==> src/rtl/spi_port_pkg.sv <==
package spi_port_pkg;
  localparam int unsigned RATE_W = 2;

  typedef enum logic [1:0] {
    REG_CTRL = 2'd0,
    REG_STAT = 2'd1,
    REG_DATA = 2'd2,
    REG_NONE = 2'd3
  } reg_addr_e;

  typedef struct packed {
    logic              en;
    logic              lsb_first;
    logic              cpol;
    logic              cpha;
    logic              master;
    logic              irq_en;
    logic [RATE_W-1:0] rate;
  } ctrl_t;
endpackage

==> src/rtl/spi_sync.sv <==
module spi_sync #(
  parameter int unsigned W = 3,
  parameter logic [W-1:0] RST_VAL = '0
) (
  input  logic         clk,
  input  logic         rst_n,
  input  logic [W-1:0] d,
  output logic [W-1:0] q
);
  logic [W-1:0] meta;

  always_ff @(posedge clk or negedge rst_n) begin
    if (!rst_n) begin
      meta <= RST_VAL;
      q    <= RST_VAL;
    end else begin
      meta <= d;
      q    <= meta;
    end
  end
endmodule

==> src/rtl/spi_rate_gen.sv <==
module spi_rate_gen #(
  parameter int unsigned DIV_MIN_LOG2 = 2,
  parameter int unsigned RATE_W = 2
) (
  input  logic              clk,
  input  logic              rst_n,
  input  logic              run,
  input  logic [RATE_W-1:0] rate,
  output logic              tick
);
  localparam int unsigned CNT_W = DIV_MIN_LOG2 + (1 << RATE_W);

  logic [CNT_W-1:0] cnt;
  logic [CNT_W-1:0] half_m1;

  // half period = 2^(DIV_MIN_LOG2-1+rate) system clocks
  always_comb begin
    half_m1 = (CNT_W'(1) << (DIV_MIN_LOG2 - 1 + int'(rate))) - CNT_W'(1);
    tick    = run && (cnt == half_m1);
  end

  always_ff @(posedge clk or negedge rst_n) begin
    if (!rst_n)              cnt <= '0;
    else if (!run || tick)   cnt <= '0;
    else                     cnt <= cnt + CNT_W'(1);
  end
endmodule

==> src/rtl/spi_shift_engine.sv <==
module spi_shift_engine #(
  parameter int unsigned DATA_W = 8
) (
  input  logic              clk,
  input  logic              rst_n,
  input  logic              load,
  input  logic [DATA_W-1:0] load_data,
  input  logic              abort,
  input  logic              edge_ev,
  input  logic              cpha,
  input  logic              lsb_first,
  input  logic              in_bit,
  output logic              out_bit,
  output logic              mid_byte,
  output logic              done,
  output logic [DATA_W-1:0] rx_word
);
  localparam int unsigned EDGES = 2 * DATA_W;
  localparam int unsigned CNT_W = $clog2(EDGES + 1);

  logic [CNT_W-1:0]  cnt;
  logic [CNT_W-1:0]  nxt;
  logic [DATA_W-1:0] sh;
  logic              rx_bit;
  logic              odd_edge, last_edge, sample_edge, shift_held, shift_live;

  // shift register always leaves via its top bit; order is fixed at load/unload
  function automatic logic [DATA_W-1:0] orient(input logic [DATA_W-1:0] v, input logic rev);
    logic [DATA_W-1:0] r;
    for (int i = 0; i < DATA_W; i++) r[i] = rev ? v[DATA_W-1-i] : v[i];
    return r;
  endfunction

  always_comb begin
    nxt         = cnt + CNT_W'(1);
    odd_edge    = nxt[0];
    last_edge   = (nxt == CNT_W'(EDGES));
    sample_edge = odd_edge ^ cpha;
    shift_held  = cpha ? (odd_edge && (nxt != CNT_W'(1))) : !odd_edge;
    shift_live  = cpha && last_edge;
    out_bit     = sh[DATA_W-1];
    mid_byte    = (cnt != '0);
    rx_word     = orient(sh, lsb_first);
  end

  always_ff @(posedge clk or negedge rst_n) begin
    if (!rst_n) begin
      cnt    <= '0;
      sh     <= '0;
      rx_bit <= 1'b0;
      done   <= 1'b0;
    end else begin
      done <= 1'b0;
      if (load) begin
        sh  <= orient(load_data, lsb_first);
        cnt <= '0;
      end else if (abort) begin
        cnt <= '0;
      end else if (edge_ev) begin
        if (sample_edge) rx_bit <= in_bit;
        if (shift_live)      sh <= {sh[DATA_W-2:0], in_bit};
        else if (shift_held) sh <= {sh[DATA_W-2:0], rx_bit};
        if (last_edge) begin
          cnt  <= '0;
          done <= 1'b1;
        end else begin
          cnt <= nxt;
        end
      end
    end
  end
endmodule

==> src/rtl/spi_port_top.sv <==
module spi_port_top
  import spi_port_pkg::*;
#(
  parameter int unsigned DATA_W = 8,
  parameter int unsigned DIV_MIN_LOG2 = 2
) (
  input  logic              clk,
  input  logic              rst_n,
  input  logic              reg_wr,
  input  logic [1:0]        reg_addr,
  input  logic [DATA_W-1:0] reg_wdata,
  output logic [DATA_W-1:0] reg_rdata,
  input  logic              irq_ack,
  output logic              irq,
  input  logic              sck_i,
  output logic              sck_o,
  output logic              sck_oe,
  input  logic              mosi_i,
  output logic              mosi_o,
  output logic              mosi_oe,
  input  logic              miso_i,
  output logic              miso_o,
  output logic              miso_oe,
  input  logic              ss_n_i,
  output logic              ss_n_o,
  output logic              ss_n_oe
);
  localparam int unsigned CTRL_W = $bits(ctrl_t);

  ctrl_t             ctrl_q;
  logic              flag_q, wcol_q, ssh_q, auto_q;
  logic              run_q, sck_q;
  logic [DATA_W-1:0] rx_buf;
  logic              sck_s, mosi_s, ss_s, sck_prev, ss_prev;
  logic              is_master, is_slave, data_wr, stat_wr, ctrl_wr;
  logic              busy, start, slave_load, tick, slave_edge;
  logic              edge_ev, abort, in_bit, ss_rise_mid;
  logic              eng_out, mid_byte, eng_done;
  logic [DATA_W-1:0] rx_word;

  spi_sync #(.W(3), .RST_VAL(3'b001)) u_sync (
    .clk(clk), .rst_n(rst_n),
    .d({sck_i, mosi_i, ss_n_i}), .q({sck_s, mosi_s, ss_s})
  );

  spi_rate_gen #(.DIV_MIN_LOG2(DIV_MIN_LOG2), .RATE_W(RATE_W)) u_rate (
    .clk(clk), .rst_n(rst_n), .run(run_q), .rate(ctrl_q.rate), .tick(tick)
  );

  spi_shift_engine #(.DATA_W(DATA_W)) u_eng (
    .clk(clk), .rst_n(rst_n), .load(start || slave_load), .load_data(reg_wdata),
    .abort(abort), .edge_ev(edge_ev), .cpha(ctrl_q.cpha), .lsb_first(ctrl_q.lsb_first),
    .in_bit(in_bit), .out_bit(eng_out), .mid_byte(mid_byte), .done(eng_done),
    .rx_word(rx_word)
  );

  always_comb begin
    is_master   = ctrl_q.en && ctrl_q.master;
    is_slave    = ctrl_q.en && !ctrl_q.master;
    ctrl_wr     = reg_wr && (reg_addr == REG_CTRL);
    stat_wr     = reg_wr && (reg_addr == REG_STAT);
    data_wr     = reg_wr && (reg_addr == REG_DATA);
    busy        = run_q || (is_slave && mid_byte);
    start       = data_wr && is_master && !run_q;
    slave_load  = data_wr && is_slave && !mid_byte;
    slave_edge  = is_slave && !ss_s && (sck_s != sck_prev);
    edge_ev     = is_master ? tick : slave_edge;
    abort       = !ctrl_q.en || (is_slave && ss_s);
    in_bit      = is_master ? miso_i : mosi_s;
    ss_rise_mid = is_slave && ss_s && !ss_prev && mid_byte;
  end

  always_ff @(posedge clk or negedge rst_n) begin
    if (!rst_n) begin
      sck_prev <= 1'b0;
      ss_prev  <= 1'b1;
    end else begin
      sck_prev <= sck_s;
      ss_prev  <= ss_s;
    end
  end

  // master sequencing: run from the accepted write until the byte completes
  always_ff @(posedge clk or negedge rst_n) begin
    if (!rst_n) begin
      run_q <= 1'b0;
      sck_q <= 1'b0;
    end else begin
      if (!is_master)    run_q <= 1'b0;
      else if (start)    run_q <= 1'b1;
      else if (eng_done) run_q <= 1'b0;
      if (!run_q || !is_master) sck_q <= ctrl_q.cpol;
      else if (tick)            sck_q <= ~sck_q;
    end
  end

  // registers and flags
  always_ff @(posedge clk or negedge rst_n) begin
    if (!rst_n) begin
      ctrl_q <= '0;
      flag_q <= 1'b0;
      wcol_q <= 1'b0;
      ssh_q  <= 1'b0;
      auto_q <= 1'b0;
      rx_buf <= '0;
    end else begin
      if (ctrl_wr) ctrl_q <= ctrl_t'(reg_wdata[CTRL_W-1:0]);
      if (stat_wr) auto_q <= reg_wdata[3];

      if (eng_done)                         flag_q <= 1'b1;
      else if (irq_ack && ctrl_q.irq_en)    flag_q <= 1'b0;
      else if (stat_wr && !reg_wdata[0])    flag_q <= 1'b0;

      if (data_wr && busy)                  wcol_q <= 1'b1;
      else if (stat_wr && !reg_wdata[1])    wcol_q <= 1'b0;

      if (ss_rise_mid)                      ssh_q <= 1'b1;
      else if (stat_wr && !reg_wdata[2])    ssh_q <= 1'b0;

      if (eng_done) rx_buf <= rx_word;
    end
  end

  always_comb begin
    unique case (reg_addr)
      REG_CTRL: reg_rdata = DATA_W'(ctrl_q);
      REG_STAT: reg_rdata = DATA_W'({auto_q, ssh_q, wcol_q, flag_q});
      REG_DATA: reg_rdata = rx_buf;
      default:  reg_rdata = '0;
    endcase
    irq     = flag_q && ctrl_q.irq_en;
    sck_o   = sck_q;
    sck_oe  = is_master;
    mosi_o  = eng_out;
    mosi_oe = is_master;
    miso_o  = eng_out;
    miso_oe = is_slave && !ss_s;
    ss_n_o  = !(run_q && auto_q && is_master);
    ss_n_oe = is_master && auto_q;
  end
endmodule

==> config.mk <==
export PLATFORM = sky130hd
export DESIGN_NAME = spi_port_top
export DESIGN_NICKNAME = d
export VERILOG_FILES = /design/src/rtl/spi_port_pkg.sv /design/src/rtl/spi_sync.sv /design/src/rtl/spi_rate_gen.sv /design/src/rtl/spi_shift_engine.sv /design/src/rtl/spi_port_top.sv
export SDC_FILE = /design/constraint.sdc
export NUM_CORES = 1
export LEC_CHECK = 0
export ABC_CLOCK_PERIOD_IN_PS = 3000
export BUFFER_PORTS_ARGS = -buffer_cell sky130_fd_sc_hd__buf_4
export CORE_MARGIN = 1
export CORE_UTILIZATION = 55
export CTS_CLUSTER_SIZE = 20
export DETAILED_ROUTE_END_ITERATION = 8
export GPL_TIMING_DRIVEN = 1
export PLACE_DENSITY = 0.81
export SETUP_SLACK_MARGIN = 0.5
export SLEW_MARGIN = 20
export SYNTH_ARGS = -nofsm -noshare
export SYNTH_HDL_FRONTEND = slang
export SYNTH_SLANG_ARGS = --single-unit
==> constraint.sdc <==
create_clock -name clk -period 3 [get_ports clk]
set_clock_uncertainty 0.2 [all_clocks]
set_input_delay 0.3 -clock clk [delete_from_list [all_inputs] [get_ports clk]]
set_output_delay 0.3 -clock clk [all_outputs]
set_load 0.02 [all_outputs]
Yosys cells after proc, flatten, opt, wreduce, memory -nomap -nowiden

Cells that the tools add are included.

Add/sub/neg operators: 4
Multipliers: 0
Div/mod/pow operators: 0
Order comparisons: 0
Eq/ne operators: 8
Shift operators: 1
Multiplexer cells: 46
Bitwise gates (word level): 4
Reduce and logical (&&, ||, !) cells: 55

Operators with widths:

| cell                   | number |
|---|---|
| $mux W8                | 5 |
| $mux W1                | 35 |
| $shl A1 B32 Y6 const A | 1 |
| $logic_and A1 B1 Y1    | 27 |
| $pmux W8 S3            | 1 |
| $mux W5                | 4 |
| $logic_not A1 Y1       | 12 |
| $reduce_bool A3 Y1     | 3 |
| $reduce_bool A2 Y1     | 4 |
| $add A6 B1 Y6 const B  | 1 |
| $eq A6 B6 Y1           | 1 |
| $mux W6                | 1 |
| $sub A6 B2 Y6 const B  | 1 |
| $add A5 B1 Y5 const B  | 1 |
| $eq A5 B5 Y1 const B   | 1 |
| $logic_or A1 B1 Y1     | 5 |
| $ne A5 B1 Y1 const B   | 1 |
| $reduce_bool A5 Y1     | 1 |
| $reduce_and A4 Y1      | 1 |
| $add A1 B2 Y3 const A  | 1 |
| $ne A3 B1 Y1 const B   | 1 |
| $not A1 Y1             | 3 |
| $reduce_and A3 Y1      | 1 |
| $eq A2 B1 Y1 const B   | 1 |
| other kinds (5)        | 5 |

Flip-flop bits (word level): 51
Bits in latches: 0
Memory bits (writable): 0
Bits in read-only memories: 0
Input bits: 18
Output and inout bits: 17
Logic and storage cells: 141
Memories kept: 0

Depth between registers and ports, before layout

Gate-level depths: netlist of run 1.

Depth in word-level cells: 9
Mapped depth: 9
Mapped depth without buffers: 8

Modules after synthesis

A second synthesis of run 1 with hierarchy kept.

Cells, all modules: 256
Area, all modules: 2796.4 µm²

Modules (own cells, without submodules):

| module           | instances | cells an instance | area an instance (µm²) | sequential area each (µm²) |
|---|---|---|---|---|
| spi_port_top     | 1         | 98                | 1179.9                 | 601.8 |
| spi_shift_engine | 1         | 111               | 1074.8                 | 375.4 |
| spi_rate_gen     | 1         | 41                | 389.1                  | 150.1 |
| spi_sync         | 1         | 6                 | 152.6                  | 152.6 |

Worst setup path after synthesis of run 1

OpenSTA, ideal clock, no wires.

Path kind: register to register
Start point: register ctrl_q[0] in the netlist's numbering
End point: register u_eng.rx_bit
Data arrival time: 2440 ps
Setup slack: 235 ps
Cell stages (with the launch flop): 9
Buffers on the path: 0
Cell sequence: dfrtp_1 -> or2_2 -> ha_1 -> xor2_1 -> or4_4 -> a211oi_2 -> nor2_2 -> nor3_1 -> mux2_2

Word-level cells in the longest chain between the ends: 7

Ends and longest elaborated chain:

| what                        | RTL line               | text |
|---|---|---|
| start: declaration          | spi_port_top.sv:30     | `ctrl_t ctrl_q;` |
| start signal: assignment    | spi_port_top.sv:107    | `if (ctrl_wr) ctrl_q <= ctrl_t'(reg_wdata[CTRL_W-1:0]);` |
| $add A1 B2 Y3               | spi_rate_gen.sv:18     | `half_m1 = (CNT_W'(1) << (DIV_MIN_LOG2 - 1 + int'(rate))) - CNT_W'(1);` |
| $shl A1 B32 Y6              | spi_rate_gen.sv:18     |  |
| $sub A6 B2 Y6               | spi_rate_gen.sv:18     |  |
| $eq A6 B6 Y1                | spi_rate_gen.sv:19     | `tick = run && (cnt == half_m1);` |
| $logic_and A1 B1 Y1         | spi_rate_gen.sv:19     |  |
| $mux W1                     | spi_port_top.sv:67     | `edge_ev = is_master ? tick : slave_edge;` |
| $reduce_and A4 Y1 (no line) | -                      |  |
| end signal: assignment      | spi_shift_engine.sv:60 | `if (sample_edge) rx_bit <= in_bit;` |
| end: declaration            | spi_shift_engine.sv:24 | `logic rx_bit;` |

No other way between the ends.
A chain may end at the register's enable or synchronous reset.

Final worst setup path of run 1

Start point: register ctrl_q[0] in the netlist's numbering
End point: register u_eng.cnt[4]

Word-level cells in the longest chain between the ends: 7

Ends and longest elaborated chain:

| what                         | RTL line               | text |
|---|---|---|
| $add A1 B2 Y3                | spi_rate_gen.sv:18     |  |
| $shl A1 B32 Y6               | spi_rate_gen.sv:18     |  |
| $sub A6 B2 Y6                | spi_rate_gen.sv:18     |  |
| $eq A6 B6 Y1                 | spi_rate_gen.sv:19     |  |
| $logic_and A1 B1 Y1          | spi_rate_gen.sv:19     |  |
| $mux W1                      | spi_port_top.sv:67     |  |
| $reduce_bool A3 Y1 (no line) | -                      |  |
| end signal: assignment       | spi_shift_engine.sv:67 | `cnt <= nxt;` |
| end: declaration             | spi_shift_engine.sv:21 | `logic [CNT_W-1:0] cnt;` |

No other way between the ends.

==> summary.log, run 1 <==
qor: clocking.ctsHtreeMaxLevel 2
qor: power.power.internal 1230 uW
qor: yosys.top_reg_cell_synth dfrtp_1
qor: cells_and_area.flow.area_growth_from_synthesis 21.3%
qor: timing.final_period_minus_worst_setup_slack 2.64 ns
qor: timing.fin_crit_sh 0.881
qor: setup_path.worst_ep_required_time 3.05 ns
qor: timing.fmax 0.378 GHz
qor: placed_design.place.port_buffers 34
qor: yosys.yosys_register_bits 51
qor: cells_and_area.antennaDiodeCount 0
qor: setup_path.timing.critical_path.to_type flop
qor: cells_and_area.regArea 1280 um^2
qor: floorplan.num_io_pins 35
qor: yosys.synthesized_area_divided_by_synthesized_cell_count 10.4 um^2
qor: timing.worst_hold_slack 0.0418 ns
qor: outcome.violations design-rule violations
qor: cells_and_area.fin_cells 354
qor: yosys.synth-edff-count 0
qor: yosys.sequential_element_share_of_the_synthesized_area 0.485
qor: yosys.synth.lib_cells_used.distinct 37
qor: power.combPwrFrac 0.255
qor: yosys.synth.yosys.warnings 0
qor: power.power.share.clock 0.241
qor: power.post-layout-total-power 1780 uW
qor: floorplan.start_util 0.589
qor: timing.final.setup.tns 0 ns
qor: clocking.path_clk_slew 0.10 ns
qor: route.num_vias 2,025
qor: timing.tightest_slew 0.667 ns
qor: power.power-per-cell-area 557 nW/um^2
qor: route.drt_iter0_drcs 135
qor: yosys.syn_nets 276
qor: yosys.synthCells 254
qor: yosys.async_reset_ff_frac 1.00
qor: clocking.tritoncts yes
qor: route.firstDrtPassIters 6
qor: route.remaining_drcs 3
qor: clocking.cts.sink_count 51
qor: floorplan.die_height 71.3 um
qor: global_route.grt_total_usage 0.249
qor: timing.drv_slew 0
qor: cells_and_area.post_route_cells_drive_above_1_share 0.262
qor: timing.unrepaired_setup_endpoints_after_global_routing true
qor: placed_design.placement.setup.worst_slack 0.316 ns
qor: clocking.cts_inserted_buffers 5
qor: setup_path.critPathArrivalTime 2.70 ns
qor: timing.relSlewSlack 0.552
qor: worst_hold_path.worstHoldPathType in -> reg
qor: clocking.number_of_buffers_on_the_longest_clock_path 2
qor: route.viasPerCell 5.72
qor: global_route.antenna_violations_before_repair 0
qor: route.post_drt_wl_per_cell 16.2 um
qor: power.switching_power 553 uW
qor: run.drv_cap 0
qor: floorplan.die_area 5080 um^2
qor: cells_and_area.layout.filler_cells 342
qor: route.drt_wl_total 5740 um
qor: placed_design.post-dp-hpwl 3970 um
qor: yosys.synth.cell_area 2640 um^2
qor: timing.final.setup.worst_slack 0.356 ns
qor: route.ant_nets 0
qor: timing.final-setup-viol-count 0
qor: power.netSwitchingFraction 0.310
qor: clocking.worst_skew_pair.late_latency 0.31 ns
qor: setup_path.worstPathMaxFanout 7
qor: placed_design.place_inst 332
qor: setup_path.worstSetupStartpointType flop
qor: global_route.grt_max_degree 52
qor: power.pwr-share-seq 0.504
qor: timing.final_hold_viol_count 0
qor: outcome.status complete, but fails checks
qor: power.worst_ir_drop_vdd 406 uV
qor: placed_design.gp_routability_congestion 0.844
qor: power.cellLeakagePower 0.00150 uW
qor: global_route.grt_pass1_wl 9620 um
qor: setup_path.cp_class reg -> reg
qor: clocking.clock_tree.root_cell clkbuf_8
qor: cells_and_area.total_number_of_nets_in_the_final_design 323
qor: global_route.vias_in_the_first_global_route 1,987
qor: global_route.grt.overflow.total 0
qor: floorplan.die_x 71.3 um
qor: floorplan.floorplan.rows 24
qor: floorplan.placeable_core_area 4470 um^2
qor: cells_and_area.multi_input_comb_area 1330 um^2
## area by class of cell
type,count,area share
Clock buffer,8,0.0313
Inverter,6,0.00704
Multi-Input combinational cell,186,0.416
Sequential cell,51,0.400
Tap cell,52,0.0203
Timing Repair Buffer,51,0.125
## state kept, by name, indices dropped and copies added (netlist names)
| name | cells |
|---|---|
| u_rate.cnt | 6 |
| auto_q | 1 |
| u_sync.meta | 3 |
| run_q | 1 |
| sck_prev | 1 |
| ctrl_q | 8 |
| u_eng.done | 1 |
| wcol_q | 1 |
| flag_q | 1 |
| u_sync.q | 3 |
| rx_buf | 8 |
| ss_prev | 1 |
| sck_o | 1 |
| u_eng.cnt | 5 |
| u_eng.rx_bit | 1 |
| u_eng.sh | 8 |
| ssh_q | 1 |
## placed cells by master (no fill, tap or decap), drive strengths merged, types with 2 or more instances in the layout
cell,count
dfrtp,48
nand3b,4
a21oi,18
nand2b,4
or2,2
nand3,5
o21ai,13
nor3,2
buf,47
clkbuf,8
nor2b,11
o311ai,2
dfstp,3
nor2,24
ha,4
inv,6
and2,3
xor2,7
xnor2,5
mux2i,26
nand2,19
dlygate4sd3,4
a211oi,9
mux2,13
nor3b,2
o211ai,3
## layer usage
metal / up-vias / global-route usage / share of wire
met4: 0 / 0.0756 / 0.010
met2: 41 / 0.394 / 0.47
met1: 995 / 0.355 / 0.48
li1: 984 / - / -
met5: - / 0 / 0
met3: 5 / 0.0436 / 0.036
## path summary, 6_finish.rpt
path                                 from      endpoint  slack (ns)  depth (start not counted)
setup / recovery                ctrl_q[0]  u_eng.cnt[4]        0.36                          8
hold / removal               reg_wdata[3]     ctrl_q[3]        0.04                          3
setup reg to reg                ctrl_q[0]  u_eng.cnt[4]        0.36                          8
hold reg to reg            u_sync.meta[2]   u_sync.q[2]        0.15                          0
max in group asynchronous           rst_n     rx_buf[4]        1.82                          2
min in group asynchronous           rst_n  u_eng.cnt[4]        0.35                          2
## cells by family (layout without fill, tap and decap cells)
family / count (synthesis) / after routing / synth area share
AO/OA/AOI/OAI: 48 / 48 / 0.112
XOR/XNOR: 12 / 12 / 0.0398
buffers and inverters: 17 / 65 / 0.0270
adder cells (fa/ha/maj): 4 / 4 / 0.0190
flip-flops: 51 / 51 / 0.485
multiplexers: 39 / 39 / 0.154
AND/OR/NAND/NOR: 83 / 83 / 0.162
## critical path, cell delays in order (launching register included)
cell      delay [ns]
dfrtp_1         0.40
or2b_1          0.28
ha_4            0.17
xor2_1          0.15
or4_4           0.44
a211oi_4        0.31
nor2_4          0.10
or4b_1          0.49
nand2_1         0.07
## synthesized netlist by cell type (2+ instances only)
library cell | count | area share
nor3b_1 | 2 | 0.0057
ha_1 | 4 | 0.019
inv_1 | 6 | 0.0085
dfrtp_1 | 48 | 0.46
nand2_1 | 19 | 0.027
o21ai_0 | 13 | 0.025
clkbuf_1 | 9 | 0.013
a21oi_1 | 18 | 0.034
and2_1 | 3 | 0.0071
dfstp_2 | 3 | 0.030
nand2b_1 | 4 | 0.0095
nor2_1 | 23 | 0.033
mux2i_1 | 26 | 0.099
a211oi_1 | 8 | 0.023
xnor2_1 | 5 | 0.017
o211ai_1 | 3 | 0.0085
or2_2 | 2 | 0.0047
nand3b_1 | 4 | 0.011
mux2_2 | 13 | 0.056
xor2_1 | 7 | 0.023
nor3_1 | 2 | 0.0038
buf_4 | 2 | 0.0057
o311ai_0 | 2 | 0.0066
nand3_1 | 5 | 0.0095
nor2b_1 | 11 | 0.026
## metrics by stage
| stage | cell area [um^2] | util |
|---|---|---|
| floorplan | 2660 | - |
| global placement | 2950 | 0.660 |
| detailed placement | 2950 | 0.660 |
| CTS | 3180 | 0.710 |
| global route | 3200 | 0.715 |
| finish | 3200 | 0.715 |
## power groups by stage
stage | logic (uW) | clock network, uW | registers [uW]
final | 454 | 430 | 898
after global routing | 500 | 467 | 916
after CTS | 446 | 440 | 896
after detailed placement | 411 | 0 | 912
after global placement | 401 | 0 | 907
after floorplan | 298 | 0 | 877
## repair_timing
item | 4_1_cts | 5_1_grt
pin swaps | 9 | 6
resized for setup | 3 | 2
endpoints found under the hold margin | 51 | 0
hold buffers | 4 | 0
buffers inserted | 8 | 2
endpoints found under the setup margin | 13 | 15
No activity file was read; power rests on OpenSTA's default activity.
==> run 2, diff against run 1 <==
--- a/config.mk
+++ b/config.mk
@@ -5,14 +5,15 @@
 export SDC_FILE = /design/constraint.sdc
 export NUM_CORES = 1
 export LEC_CHECK = 0
+export ABC_AREA = 1
 export ABC_CLOCK_PERIOD_IN_PS = 3000
 export BUFFER_PORTS_ARGS = -buffer_cell sky130_fd_sc_hd__buf_4
 export CORE_MARGIN = 1
-export CORE_UTILIZATION = 55
+export CORE_UTILIZATION = 45
 export CTS_CLUSTER_SIZE = 20
 export DETAILED_ROUTE_END_ITERATION = 8
 export GPL_TIMING_DRIVEN = 1
-export PLACE_DENSITY = 0.81
+export PLACE_DENSITY = 0.69
 export SETUP_SLACK_MARGIN = 0.5
 export SLEW_MARGIN = 20
 export SYNTH_ARGS = -nofsm -noshare
==> summary.log, run 2 <==
qor: floorplan.num_io_pins 35 [unchanged]
qor: timing.fmax 0.455 GHz [+20%]
qor: route.post_drt_wl_per_cell 13.4 um [-17%]
qor: worst_hold_path.holdPathEnd ctrl_q[5]
qor: floorplan.die_height 80.3 um [+13%]
qor: power.switching_power 579 uW [+4.6%]
qor: global_route.busiest_layer_in_global_routing met2
qor: timing.drv_slew 0 [unchanged]
qor: setup_path.worst_ep_required_time 2.50 ns [-0.55 ns]
qor: setup_path.length_in_cells_of_the_worst_reg_to_reg_path 13 [+5]
qor: cells_and_area.antennaDiodeCount 0 [unchanged]
qor: cells_and_area.final_util 0.538 [-0.177]
qor: setup_path.worstPathCellList inv_1 -> o22ai_1 -> buf_4
qor: route.drt_wl_total 6100 um [+6.2%]
qor: yosys.yosys.area.top_type_share 0.435 [-0.0202]
qor: worst_hold_path.holdCritStartpoint reg_wdata[5]
qor: power.power.share.clock 0.264 [+0.023]
qor: setup_path.cp_class reg -> out
qor: yosys.combinational_family_with_the_most_area_after_synthesis simple AND/OR/NAND/NOR gates
qor: yosys.post-synth-top-count-cell nand2_1
qor: yosys.synth-edff-count 0 [unchanged]
qor: cells_and_area.post_route_cells_drive_above_1_share 0.197 [-0.0642]
qor: cells_and_area.layout.cells.most_common nand2_1
qor: yosys.yosys.area_share.adder 0.0181 [-0.000843]
qor: yosys.synth_simple_gate_area_share 0.281 [+0.118]
qor: cells_and_area.regArea 1280 um^2 [unchanged]
qor: timing.final_period_minus_worst_setup_slack 2.20 ns [-0.448 ns]
qor: worst_hold_path.worstHoldPathType in -> reg
qor: route.num_vias 2,318 [+14%]
qor: yosys.synth.cell_area 2760 um^2 [+4.6%]
qor: yosys.synth_compound_area_frac 0.135 [+0.0222]
qor: global_route.grt.met2_usage 0.325 [-0.0689]
qor: yosys.post_synth_xor_area_fraction 0.00952 [-0.0303]
qor: floorplan.start_util 0.466 [-0.123]
qor: timing.final_hold_viol_count 0 [unchanged]
qor: cells_and_area.flow.area_growth_from_synthesis 15.5%
qor: global_route.grt_total_usage 0.205 [-0.0435]
qor: yosys.async_reset_ff_frac 1.00 [unchanged]
qor: global_route.vias_in_the_first_global_route 2,104 [+5.9%]
qor: setup_path.worstSetupStartpointType flop
qor: power.power-per-cell-area 555 nW/um^2 [-0.33%]
qor: global_route.grt_pass1_wl 10,000 um [+4.4%]
qor: clocking.worst_skew_pair.late_latency 0.30 ns [about the same]
qor: yosys.synth.top_cells.by_area dfrtp_1 44%, nand2_1 11%, o21ai_0 6.2%, inv_1 5.2%, nor2_1 3.8%
qor: setup_path.worstPathMaxFanout 21 [+14]
qor: yosys.syn_nets 367 [+33%]
qor: route.firstDrtPassIters 4 [-2]
qor: power.netSwitchingFraction 0.327 [+0.0168]
qor: cells_and_area.most-common-layout-cells 84 x nand2_1, 48 x dfrtp_1, 38 x inv_1
qor: route.ant_nets 0 [unchanged]
qor: yosys.synth.top_cells.by_count 84 x nand2_1, 48 x dfrtp_1, 38 x inv_1, 34 x o21ai_0, 28 x nor2_1
qor: cells_and_area.multi_input_comb_area 1230 um^2 [-7.4%]
qor: worst_hold_path.whs_path_depth 2 [-1]
qor: placed_design.place.port_buffers 34 [unchanged]
qor: power.power.internal 1190 uW [-3.2%]
qor: power.post-layout-total-power 1770 uW [-0.76%]
qor: floorplan.die_area 6450 um^2 [+27%]
qor: setup_path.crit_path_max_incr_delay 0.61 ns [+0.12 ns]
qor: placed_design.gp_routability_congestion 0.874 [+3.5%]
qor: route.viasPerCell 5.09 [-11%]
qor: global_route.antenna_violations_before_repair 0 [unchanged]
qor: cells_and_area.top_regs ctrl_q (8), rx_buf (8), u_eng.sh (8)
qor: yosys.synth.lib_cells_used.distinct 35 [-5.4%]
qor: global_route.grt_max_degree 52 [unchanged]
qor: yosys.synth.yosys.warnings 0 [unchanged]
qor: timing.tightest_slew 0.649 ns [-0.0180 ns]
qor: cells_and_area.fin_cells 455 [+29%]
qor: yosys.sequential_element_share_of_the_synthesized_area 0.464 [-0.0216]
qor: floorplan.die_x 80.3 um [+13%]
qor: global_route.globalRouteMet3Util 0.0386 [-0.00496]
qor: clocking.cts.sink_count 51 [unchanged]
qor: timing.final.setup.worst_slack 0.804 ns [+0.448 ns]
qor: global_route.grt.overflow.total 0 [unchanged]
qor: setup_path.regToRegSetupSlack 0.92 ns [+0.56 ns]
qor: clocking.cts_inserted_buffers 5 [unchanged]
qor: floorplan.placeable_core_area 5920 um^2 [+32%]
qor: timing.fin_crit_sh 0.732 [-0.149]
qor: timing.unrepaired_setup_endpoints_after_global_routing false
qor: yosys.post_synth_mux_area_share 0.00408 [-0.150]
qor: floorplan.floorplan.rows 28 [+17%]
qor: clocking.tritoncts yes
qor: placed_design.placement.setup.worst_slack 0.932 ns [+0.616 ns]
qor: power.cellLeakagePower 0.00154 uW [+3.1%]
qor: setup_path.critPathArrivalTime 1.70 ns [-1.00 ns]
qor: setup_path.timing.rr.end u_eng.sh[2]
qor: clocking.ctsHtreeMaxLevel 2 [unchanged]
qor: cells_and_area.total_number_of_nets_in_the_final_design 402 [+24%]
qor: power.pwr-share-seq 0.487 [-0.017]
qor: placed_design.place_inst 444 [+34%]
qor: yosys.top_reg_cell_synth dfrtp_1
qor: clocking.number_of_buffers_on_the_longest_clock_path 2 [unchanged]
qor: outcome.status complete, no violations
qor: setup_path.critPathSlowestCell dfrtp_1
qor: power.combPwrFrac 0.250 [-0.005]
qor: run.drv_cap 0 [unchanged]
qor: route.remaining_drcs 0 [-3]
qor: clocking.postCtsResizedCells 0 [-3]
qor: timing.final-setup-viol-count 0 [unchanged]
qor: cells_and_area.layout.filler_cells 568 [+66%]
qor: timing.relSlewSlack 0.568 [+0.0154]
qor: setup_path.timing.critical_path.to_type primary output
qor: yosys.yosys_register_bits 51 [unchanged]
qor: yosys.synthCells 345 [+36%]
qor: yosys.synth.largest_area_cell dfrtp_1
qor: power.worst_ir_drop_vdd 286 uV [-29%]
qor: clocking.path_clk_slew 0.09 ns [about the same]
qor: clocking.clock_tree.root_cell clkbuf_8
qor: setup_path.reg2reg_from ctrl_q[1]
qor: route.drt_iter0_drcs 152 [+13%]
qor: yosys.synthesized_area_divided_by_synthesized_cell_count 8.00 um^2 [-23%]
qor: timing.final.setup.tns 0 ns [unchanged]
qor: placed_design.post-dp-hpwl 4610 um [+16%]
qor: global_route.globalRouteMet1Util 0.284 [-0.0705]
## run 2: layout make-up
| cell class | count | share of cell area |
|---|---|---|
| flip-flops and latches | 51 | 0.402 |
| multi-input cells | 236 | 0.387 |
| repair buffers | 38 | 0.0927 |
| inverters | 48 | 0.0569 |
| well taps | 75 | 0.0294 |
| clock buffers | 6 | 0.0228 |
| clock inverters | 1 | 0.00942 |
## run 2: worst max path at each step
stage                    from      endpoint  slack (ns)
floorplan           ctrl_q[1]   u_eng.sh[3]        1.11
global placement    ctrl_q[1]   u_eng.sh[2]        0.98
detailed placement  ctrl_q[1]   u_eng.sh[2]        0.93
CTS                 ctrl_q[6]  reg_rdata[6]        0.81
global route        ctrl_q[6]  reg_rdata[6]        0.67
finish              ctrl_q[6]  reg_rdata[6]        0.80
## run 2: repair_timing
item                                   in CTS  in global routing
endpoints found under the hold margin      51                  0
hold buffers                                4                  0
buffers inserted                            0                  0
## run 2: cells by family after synthesis
| group | after synthesis |
|---|---|
| AOI/OAI and AO/OA | 66 |
| xor gates and xnor gates | 3 |
| adders and majority gates | 4 |
| buffers and inverters | 58 |
| DFF | 51 |
| muxes | 1 |
| and+or+nand+nor | 162 |
## run 2: metrics by stage
step | hold WS, ns | area, um^2
after floorplan | -0.196 | 2760
after global placement | 0.132 | 3040
after detailed placement | 0.143 | 3040
after CTS | 0.0529 | 3190
after global routing | 0.0484 | 3190
final | 0.0605 | 3190
## run 2: power groups by stage
stage          sequential (uW)  clock [uW]  combinational (uW)
2_1_floorplan              852           0                 315
3_3_place_gp               873           0                 435
3_5_place_dp               873           0                 438
4_1_cts                    859         475                 445
5_1_grt                    875         502                 499
6_report                   861         467                 442
## run 2: per-layer routing
layer / vias up / part of all wire
met1: 1070 / 0.48
met2: 50 / 0.46
li1: 1188 / -
met4: 0 / 0.016
met3: 10 / 0.042
met5: - / 0
## run 2: critical path, delay by kind of cell, from the launching register on
family                 cells  cell delay (ns)
AOI/OAI and AO/OA          1             0.23
buffers and inverters      2             0.54
DFF                        1             0.61
